<file path="src/rtl/near_target_pkg.sv">
package near_target_pkg;

  typedef enum logic [1:0] {
    DW_8  = 2'd0,
    DW_16 = 2'd1,
    DW_32 = 2'd2,
    DW_32X = 2'd3
  } dispWidth_e;

  typedef enum logic [1:0] {
    OS_16 = 2'd0,
    OS_32 = 2'd1,
    OS_64 = 2'd2,
    OS_64X = 2'd3
  } opSize_e;

  // strobes from control to datapath
  typedef struct packed {
    logic loadPtr;
    logic useRelative;
  } ntStrobes_t;

endpackage

</file>
<file path="src/rtl/nt_datapath.sv">
module nt_datapath
  import near_target_pkg::*;
#(
  parameter int PTR_W = 64,
  parameter int DISP_W = 32,
  parameter int VA_W = 48,
  parameter int LIM_W = 32,
  parameter logic [PTR_W-1:0] RESET_PTR = 64'h0000_0000_0000_FFF0
) (
  input  logic             clk,
  input  logic             rstN,
  input  ntStrobes_t       strobes,
  input  logic [PTR_W-1:0] nextPtr,
  input  logic [DISP_W-1:0] disp,
  input  logic [1:0]       dispWidth,
  input  logic [PTR_W-1:0] absTarget,
  input  logic [1:0]       opSize,
  input  logic [LIM_W-1:0] csLimit,
  output logic [PTR_W-1:0] curPtr,
  output logic             canonOk,
  output logic             limitOk
);
  localparam int HI_BITS = PTR_W - VA_W + 1;

  logic [PTR_W-1:0] dispExt;
  logic [PTR_W-1:0] rawTarget;
  logic [PTR_W-1:0] maskedTarget;
  logic [HI_BITS-1:0] topBits;

  always_comb begin
    unique case (dispWidth_e'(dispWidth))
      DW_8:    dispExt = {{(PTR_W-8){disp[7]}}, disp[7:0]};
      DW_16:   dispExt = {{(PTR_W-16){disp[15]}}, disp[15:0]};
      default: dispExt = {{(PTR_W-DISP_W){disp[DISP_W-1]}}, disp};
    endcase
  end

  always_comb begin
    if (strobes.useRelative) rawTarget = nextPtr + dispExt;
    else                     rawTarget = absTarget;
  end

  always_comb begin
    unique case (opSize_e'(opSize))
      OS_16:   maskedTarget = {{(PTR_W-16){1'b0}}, rawTarget[15:0]};
      OS_32:   maskedTarget = {{(PTR_W-32){1'b0}}, rawTarget[31:0]};
      default: maskedTarget = rawTarget;
    endcase
  end

  assign topBits = maskedTarget[PTR_W-1:VA_W-1];
  assign canonOk = (&topBits) | ~(|topBits);
  assign limitOk = !(maskedTarget > {{(PTR_W-LIM_W){1'b0}}, csLimit});

  always_ff @(posedge clk) begin
    if (!rstN)                curPtr <= RESET_PTR;
    else if (strobes.loadPtr) curPtr <= maskedTarget;
  end

endmodule

</file>
<file path="src/rtl/nt_control.sv">
module nt_control
  import near_target_pkg::*;
(
  input  logic       clk,
  input  logic       rstN,
  input  logic       reqValid,
  input  logic       isRelative,
  input  logic [1:0] dispWidth,
  input  logic       longMode,
  input  logic       canonOk,
  input  logic       limitOk,
  output ntStrobes_t strobes,
  output logic       commit,
  output logic       gpFault
);
  logic badWidth;
  logic badTarget;
  logic faultNow;

  assign badWidth  = longMode && isRelative && (dispWidth_e'(dispWidth) == DW_16);
  assign badTarget = longMode ? !canonOk : !limitOk;
  assign faultNow  = reqValid && (badWidth || badTarget);

  always_comb begin
    strobes.useRelative = isRelative;
    strobes.loadPtr     = reqValid && !faultNow;
  end

  always_ff @(posedge clk) begin
    if (!rstN) begin
      commit  <= 1'b0;
      gpFault <= 1'b0;
    end else begin
      commit  <= strobes.loadPtr;
      gpFault <= faultNow;
    end
  end

endmodule

</file>
<file path="src/rtl/near_target_unit.sv">
module near_target_unit
  import near_target_pkg::*;
#(
  parameter int PTR_W = 64,
  parameter int DISP_W = 32,
  parameter int VA_W = 48,
  parameter int LIM_W = 32,
  parameter logic [PTR_W-1:0] RESET_PTR = 64'h0000_0000_0000_FFF0
) (
  input  logic              clk,
  input  logic              rstN,
  input  logic              reqValid,
  input  logic              isRelative,
  input  logic [PTR_W-1:0]  nextPtr,
  input  logic [DISP_W-1:0] disp,
  input  logic [1:0]        dispWidth,
  input  logic [PTR_W-1:0]  absTarget,
  input  logic [1:0]        opSize,
  input  logic              longMode,
  input  logic [LIM_W-1:0]  csLimit,
  output logic [PTR_W-1:0]  curPtr,
  output logic              commit,
  output logic              gpFault
);
  ntStrobes_t strobes;
  logic canonOk;
  logic limitOk;

  nt_control u_ctrl (
    .clk(clk), .rstN(rstN), .reqValid(reqValid), .isRelative(isRelative),
    .dispWidth(dispWidth), .longMode(longMode), .canonOk(canonOk),
    .limitOk(limitOk), .strobes(strobes), .commit(commit), .gpFault(gpFault)
  );

  nt_datapath #(
    .PTR_W(PTR_W), .DISP_W(DISP_W), .VA_W(VA_W), .LIM_W(LIM_W), .RESET_PTR(RESET_PTR)
  ) u_dp (
    .clk(clk), .rstN(rstN), .strobes(strobes), .nextPtr(nextPtr), .disp(disp),
    .dispWidth(dispWidth), .absTarget(absTarget), .opSize(opSize),
    .csLimit(csLimit), .curPtr(curPtr), .canonOk(canonOk), .limitOk(limitOk)
  );

endmodule

</file>
<file path="config.mk">
export PLATFORM = sky130hd
export DESIGN_NAME = near_target_unit
export DESIGN_NICKNAME = d
export VERILOG_FILES = /design/src/rtl/near_target_pkg.sv /design/src/rtl/nt_datapath.sv /design/src/rtl/nt_control.sv /design/src/rtl/near_target_unit.sv
export SDC_FILE = /design/constraint.sdc
export NUM_CORES = 1
export LEC_CHECK = 0
export BUFFER_PORTS_ARGS = -buffer_cell sky130_fd_sc_hd__buf_4
export CORE_MARGIN = 4
export CORE_UTILIZATION = 54
export CTS_CLUSTER_DIAMETER = 80
export DETAILED_ROUTE_END_ITERATION = 16
export PLACE_DENSITY = 0.83
export SYNTH_ARGS = -nofsm -noshare
export SYNTH_HDL_FRONTEND = slang
export SYNTH_SLANG_ARGS = --single-unit
export TNS_END_PERCENT = 50
</file>
<file path="constraint.sdc">
create_clock -name clk -period 7.95 [get_ports clk]
set_input_delay 0.3975 -clock clk [delete_from_list [all_inputs] [get_ports clk]]
set_output_delay 0.3975 -clock clk [all_outputs]
set_load 0.01 [all_outputs]
</file>
# ---- After elaboration in Yosys (flattened, before gate mapping)
# Cells that the tools add are included.
dict set report classes {
  addsub 1
  n_lt_le_gt_ge 1
  eq_ne 2
  mux 4
  bitwise_logic 2
  n_reduce_logical 11
}
# operator n
set ops {}
lappend ops {{$pmux W64 S2} 2}
lappend ops {{$add A64 B64 Y64} 1}
lappend ops {{$gt A64 B32 Y1} 1}
lappend ops {{$mux W64} 1}
lappend ops {{$reduce_and A17 Y1} 1}
lappend ops {{$reduce_or A17 Y1} 1}
lappend ops {{$eq A2 B1 Y1 const B} 2}
lappend ops {{$logic_and A1 B1 Y1} 4}
lappend ops {{$logic_not A2 Y1} 2}
lappend ops {{$logic_not A1 Y1} 2}
lappend ops {{$logic_or A1 B1 Y1} 1}
lappend ops {{$mux W1} 1}
lappend ops {{$not A1 Y1} 1}
lappend ops {{$or A1 B1 Y1} 1}
dict set report totals {
  ff_bits 66
  inputBits 201
  elab_cells 24
}

# ---- Longest topological paths before layout
dict set report depth {
  word_depth 14
  ltp_mapped 30
  depth_no_buf 26
}

# ---- Modules after synthesis
# A second synthesis with hierarchy kept.
dict set report hier_totals {
  cells_unflattened 1288
  hier_area_um2 8874.8
}
# mod n_inst cells_each area_per_inst_um2
set modules_own_cells {}
lappend modules_own_cells {nt_datapath 1 1279 8777.2}
lappend modules_own_cells {nt_control 1 9 97.6}

# ---- Worst setup path before layout
# No wires, ideal clock.
dict set report synth_path {
  path_kind {input -> register}
  startpoint {in dispWidth[1]}
  endpoint {reg u_dp.curPtr[53]}
  setup_ps 115
  arrival_ps 5503
  setup_slack_ps 2332
  stages 22
  path_cell_list {clkbuf_1 a211oi_2 a21oi_1 ha_1 buf_4 xor2_1 nor2_1 a21oi_1 nor2_1 ha_1 nand4_1 nor3_1 nand3_1 a222oi_1 nand4_1 nand4bb_1 o41ai_2 and4_4 buf_6 nor2_2 buf_4 o21a_1}
}
dict set report synth_between {
  elab_cells_between_ends 18
  classes_between {add/sub (1); order compare (1); eq/ne (1); mux (4); bitwise (2); reduce/logical (9)}
}
# item line_no
set synth_rtl {}
lappend synth_rtl {{from (decl)} near_target_unit.sv:16} ;# input logic [1:0] dispWidth,
lappend synth_rtl {{$eq A2 B1 Y1 / $logic_not A2 Y1 (equally long branches)} nt_datapath.sv:31} ;# unique case (dispWidth_e'(dispWidth))
lappend synth_rtl {{$pmux W64 S2 *} nt_datapath.sv:31}
lappend synth_rtl {{$add A64 B64 Y64 *} nt_datapath.sv:39} ;# if (strobes.useRelative) rawTarget = nextPtr + dispExt;
lappend synth_rtl {{$mux W64 *} nt_datapath.sv:39}
lappend synth_rtl {{$pmux W64 S2 *} nt_datapath.sv:44} ;# unique case (opSize_e'(opSize))
lappend synth_rtl {{named net u_dp.maskedTarget[31]} nt_datapath.sv:27} ;# logic [PTR_W-1:0] maskedTarget;
lappend synth_rtl {{$gt A64 B32 Y1 *} nt_datapath.sv:53} ;# assign limitOk = !(maskedTarget > {{(PTR_W-LIM_W){1'b0}}, csLimit});
lappend synth_rtl {{$mux W1 *} nt_control.sv:21} ;# assign badTarget = longMode ? !canonOk : !limitOk;
lappend synth_rtl {{$logic_or A1 B1 Y1 *} nt_control.sv:22} ;# assign faultNow = reqValid && (badWidth || badTarget);
lappend synth_rtl {{$logic_and A1 B1 Y1 *} nt_control.sv:22}
lappend synth_rtl {{$logic_not A1 Y1 *} nt_control.sv:26} ;# strobes.loadPtr = reqValid && !faultNow;
lappend synth_rtl {{$logic_and A1 B1 Y1 *} nt_control.sv:26}
lappend synth_rtl {{to (signal assigned)} nt_datapath.sv:57} ;# else if (strobes.loadPtr) curPtr <= maskedTarget;
lappend synth_rtl {{to (decl)} nt_datapath.sv:19} ;# output logic [PTR_W-1:0] curPtr,
# The timed path passes the listed nets; every way through them passes the cells marked *.
# A chain may end at the register's enable or synchronous reset.

# ---- Worst setup path in the final report
dict set report layout_path {
  startpoint {in dispWidth[1]}
  endpoint {reg u_dp.curPtr[34]}
}
# Same word-level chain as after synthesis.

==> results_tabular.tex <==
\begin{tabular}{lr}
\hline
Metric & Value \\
\hline
\multicolumn{2}{l}{\textbf{STA}} \\
Ratio of final minimum period to clock period & 83.3\% \\
Number of hold-slack violations in the final timing report & 0 \\
Final setup vio count & 0 \\
Fmax & 151 MHz \\
Min cycle time layout & 6.62 ns \\
Setup repair after global routing missed its margin & false \\
Final TNS setup & 0 ns \\
Max-slew violation count & 0 \\
Relative max-transition margin & 35.7\% \\
Transition time at the pin with the least slew margin & 0.961 ns \\
Fin Clk Skew & 0 ns \\
\multicolumn{2}{l}{\textbf{Logic synthesis}} \\
Cell with the most instances after synthesis & sky130\_fd\_sc\_hd\_\_a21oi\_1 \\
Mapped cell area & 9220 um2 \\
Most used DFF post-synth & sky130\_fd\_sc\_hd\_\_dfxtp\_1 \\
Post-Synthesis Mean Instance Area & 7.09 um2 \\
Yosys cell types & 87 \\
Dominant cell type by area after synthesis & sky130\_fd\_sc\_hd\_\_dfxtp\_1 \\
Synth warnings & 0 \\
Area contributors post-synth & sky130\_fd\_sc\_hd\_\_dfxtp\_1 (14\%), sky130\_fd\_sc\_hd\_\_ha\_1 (13\%), sky130\_fd\_sc\_hd\_\_a21oi\_1 (8.8\%), sky130\_fd\_sc\_hd\_\_o21ai\_0 (4.7\%), sky130\_fd\_sc\_hd\_\_nand2\_1 (4.5\%) \\
Portion of synthesized cell area occupied by the leading cell type & 14.3\% \\
Gate count of the mapped netlist & 1,301 \\
Number of enable flip-flop cells after synthesis & 0 \\
Top cells by instance count after synthesis & sky130\_fd\_sc\_hd\_\_a21oi\_1 (162), sky130\_fd\_sc\_hd\_\_nand2\_1 (111), sky130\_fd\_sc\_hd\_\_ha\_1 (95) \\
Register area share after synthesis & 14.3\% \\
FFs w/ async S/R, synth & 0\% \\
Synthesis-stage register bit count & 66 \\
Nets in the synthesized netlist & 1,598 \\
\multicolumn{2}{l}{\textbf{Route}} \\
DR vias & 11.5k \\
Routed wl met2 & 18,600 um \\
Routed wl met3 & 3630 um \\
Number of detailed-route iterations in the first pass & 7 \\
M1 WL & 14,700 um \\
DRC Markers & 0 \\
Vias per Instance & 6.71 \\
Highest metal layer with signal wires & met4 \\
Drt total wl & 39,900 um \\
Antenna violation net count after detailed routing & 0 \\
Detailed-route wire length per cell & 23.2 um \\
Starting DRT DRC Count & 1,243 \\
\multicolumn{2}{l}{\textbf{Setup path}} \\
Depth of the worst register-to-register path & 2 \\
Peak per-stage delay on the critical path & 0.45 ns \\
Reg-to-reg startpoint & u\_dp.curPtr[11]\$\_SDFFE\_PN1P\_ \\
RR Endpoint & u\_dp.curPtr[11]\$\_SDFFE\_PN1P\_ \\
Type of destination of the critical path & flop \\
Register-to-register path setup slack & 6.85 ns \\
Cell repeated most along the worst path & sky130\_fd\_sc\_hd\_\_a21oi\_1 \\
Slowest library cell on the worst path & sky130\_fd\_sc\_hd\_\_a21oi\_1 \\
Data required time at the worst endpoint & 8.11 ns \\
Kind of critical path & primary input to flop \\
Data arrival time of the critical path & 6.78 ns \\
Highest net fanout along the worst path & 30 \\
Kind of launch point of the worst setup path & primary input \\
\multicolumn{2}{l}{\textbf{Finish}} \\
Synth-to-layout area growth & 24.0\% \\
Diodes inserted & 0 \\
Fraction of final layout cells sized beyond drive strength 1 & 22.5\% \\
Sequential Area & 1320 um2 \\
Final instance area & 11,400 um2 \\
Total of fill cells in the finished design & 1,404 \\
Multi-input logic area & 7210 um2 \\
Final net count & 1,792 \\
\multicolumn{2}{l}{\textbf{Hold path}} \\
Number of stages on the worst hold path & 2 \\
Worst Hold Endpoint & u\_dp.curPtr[13]\$\_SDFFE\_PN1P\_ \\
Start point of the worst hold path & rstN \\
Class of the most critical hold timing path & primary input to flop \\
\multicolumn{2}{l}{\textbf{Global route}} \\
Grt total ovfl & 0 \\
Global-route wire length before repair & 60,200 um \\
Number of global-route vias before repair & 11.1k \\
Antenna violations before repair & 0 \\
Pin count of the biggest net entering global routing & 58 \\
Global-route usage over all layers & 38.5\% \\
\multicolumn{2}{l}{\textbf{CTS}} \\
Source-to-sink clock delay at the later pin of the worst-skew pair & 0.33 ns \\
TritonCTS clock tree & done \\
Clock transition at the registers of the reported paths & 0.06 ns \\
H-tree level count & 3 \\
Clk Tree Root Cell & sky130\_fd\_sc\_hd\_\_clkbuf\_16 \\
Total clock buffers created by CTS & 9 \\
Largest buffer count on any clock path & 2 \\
Cells resized by post-CTS repair & 0 \\
Sinks on the clock net & 66 \\
Hold bufs inserted after CTS & 0 \\
Post-CTS setup buffers & 0 \\
\multicolumn{2}{l}{\textbf{Power}} \\
Static Leak & 5.06 nW \\
Cell Pwr Density & 145 nW/um2 \\
Largest voltage drop on the vdd net & 0.000149 V \\
\multicolumn{2}{l}{\textbf{Placement}} \\
GPL Wtd Cong & 1.11 \\
Post-place instance area & 11,100 um2 \\
Buffers added on ports & 266 \\
Estimated wirelength of the detail-placed design & 31,900 um \\
\multicolumn{2}{l}{\textbf{Status}} \\
Status & finished, final reports clean \\
\multicolumn{2}{l}{\textbf{Floorplanning}} \\
Vertical die dimension & 139 um \\
Die span in x & 139 um \\
Placeable core region & 16,600 um2 \\
Number of ports placed on the die boundary & 267 \\
Number of core rows & 47 \\
Starting density of the core & 55.4\% \\
Total Die Area & 19,200 um2 \\
\multicolumn{2}{l}{\textbf{Flow run}} \\
Count of max-cap constraint violations & 0 \\
\hline
\end{tabular}
==> worst max-delay path by stage <==
stage / from / end / slack, ns / depth (start not counted)
final: dispWidth[1] / u_dp.curPtr[34]$_SDFFE_PN0P_ / 1.33 / 27
after global routing: dispWidth[1] / u_dp.curPtr[11]$_SDFFE_PN1P_ / 1.03 / 26
after CTS: disp[7] / u_dp.curPtr[34]$_SDFFE_PN0P_ / 1.53 / 27
after detailed placement: disp[7] / u_dp.curPtr[6]$_SDFFE_PN1P_ / 1.27 / 27
after global placement: disp[7] / u_dp.curPtr[6]$_SDFFE_PN1P_ / 1.23 / 27
after floorplan: dispWidth[1] / u_dp.curPtr[53]$_SDFFE_PN0P_ / 2.33 / 22
==> stage by stage <==
stage	setup WS, ns	hold slack, ns	total power (W)	std cells	utilization [%]
after floorplan	2.33	0.477	0.000909	1301	-
after global placement	1.23	0.449	0.00119	1704	66.8
after detailed placement	1.27	0.454	0.00120	1704	66.8
after CTS	1.53	0.309	0.00163	1720	68.7
after global routing	1.03	0.315	0.00173	1720	68.7
final	1.33	0.318	0.00166	1720	68.7
==> sequential cells by signal (all words and copies together), names as in the netlist <==
| signal | flops |
|---|---|
| u_dp.curPtr | 64 |
| u_ctrl.gpFault | 1 |
| u_ctrl.commit | 1 |
==> report_power, final <==
group	switching, W	internal (W)	total [W]
logic	0.000548	0.000338	0.000886
clock network	0.000154	0.000274	0.000428
registers	0.00000379	0.000337	0.000341
==> worst max-delay path: cells and delay by family <==
family,cells,cell delay [ns]
xor gates and xnor gates,1,0.19
AOI/OAI and AO/OA,13,3.39
adders and majority gates,2,0.76
buffers and inverters,2,0.51
and+or+nand+nor,9,1.53
==> kinds of logic after synthesis <==
logic type | synth area share (%)
adders and majority gates | 13.1
DFF | 14.3
and+or+nand+nor | 24.9
muxes | 3.68
AOI/OAI and AO/OA | 31.9
xor gates and xnor gates | 4.56
buffers and inverters | 7.55
==> per-layer routing <==
| layer | global-route usage (%) | vias up |
|---|---|---|
| li1 | - | 5260 |
| met1 | 44.0 | 5312 |
| met2 | 66.6 | 765 |
| met4 | 23.4 | 0 |
| met5 | 0 | - |
| met3 | 6.97 | 207 |
==> placed cells by master (no fill, tap or decap), drive strengths merged, types with 11 or more instances in the layout <==
master	n
mux2	15
nand2	112
nand4	58
nand3	49
a211oi	19
nor3	44
ha	95
buf	275
a31oi	12
nor2	96
and4	12
o21ai	103
xor2	23
mux2i	17
a21oi	162
dfxtp	66
inv	65
a21o	27
or4	11
o21a	38
xnor2	25
==> area by class of cell <==
cell class              count  area share [%]
well taps                 220            2.41
inverters                  65            2.13
clock buffers               9            1.97
flip-flops and latches     66            11.6
repair buffers            275            18.1
clock inverters             7           0.821
multi-input cells        1078            63.0
Power figures use the tool's default switching activity.
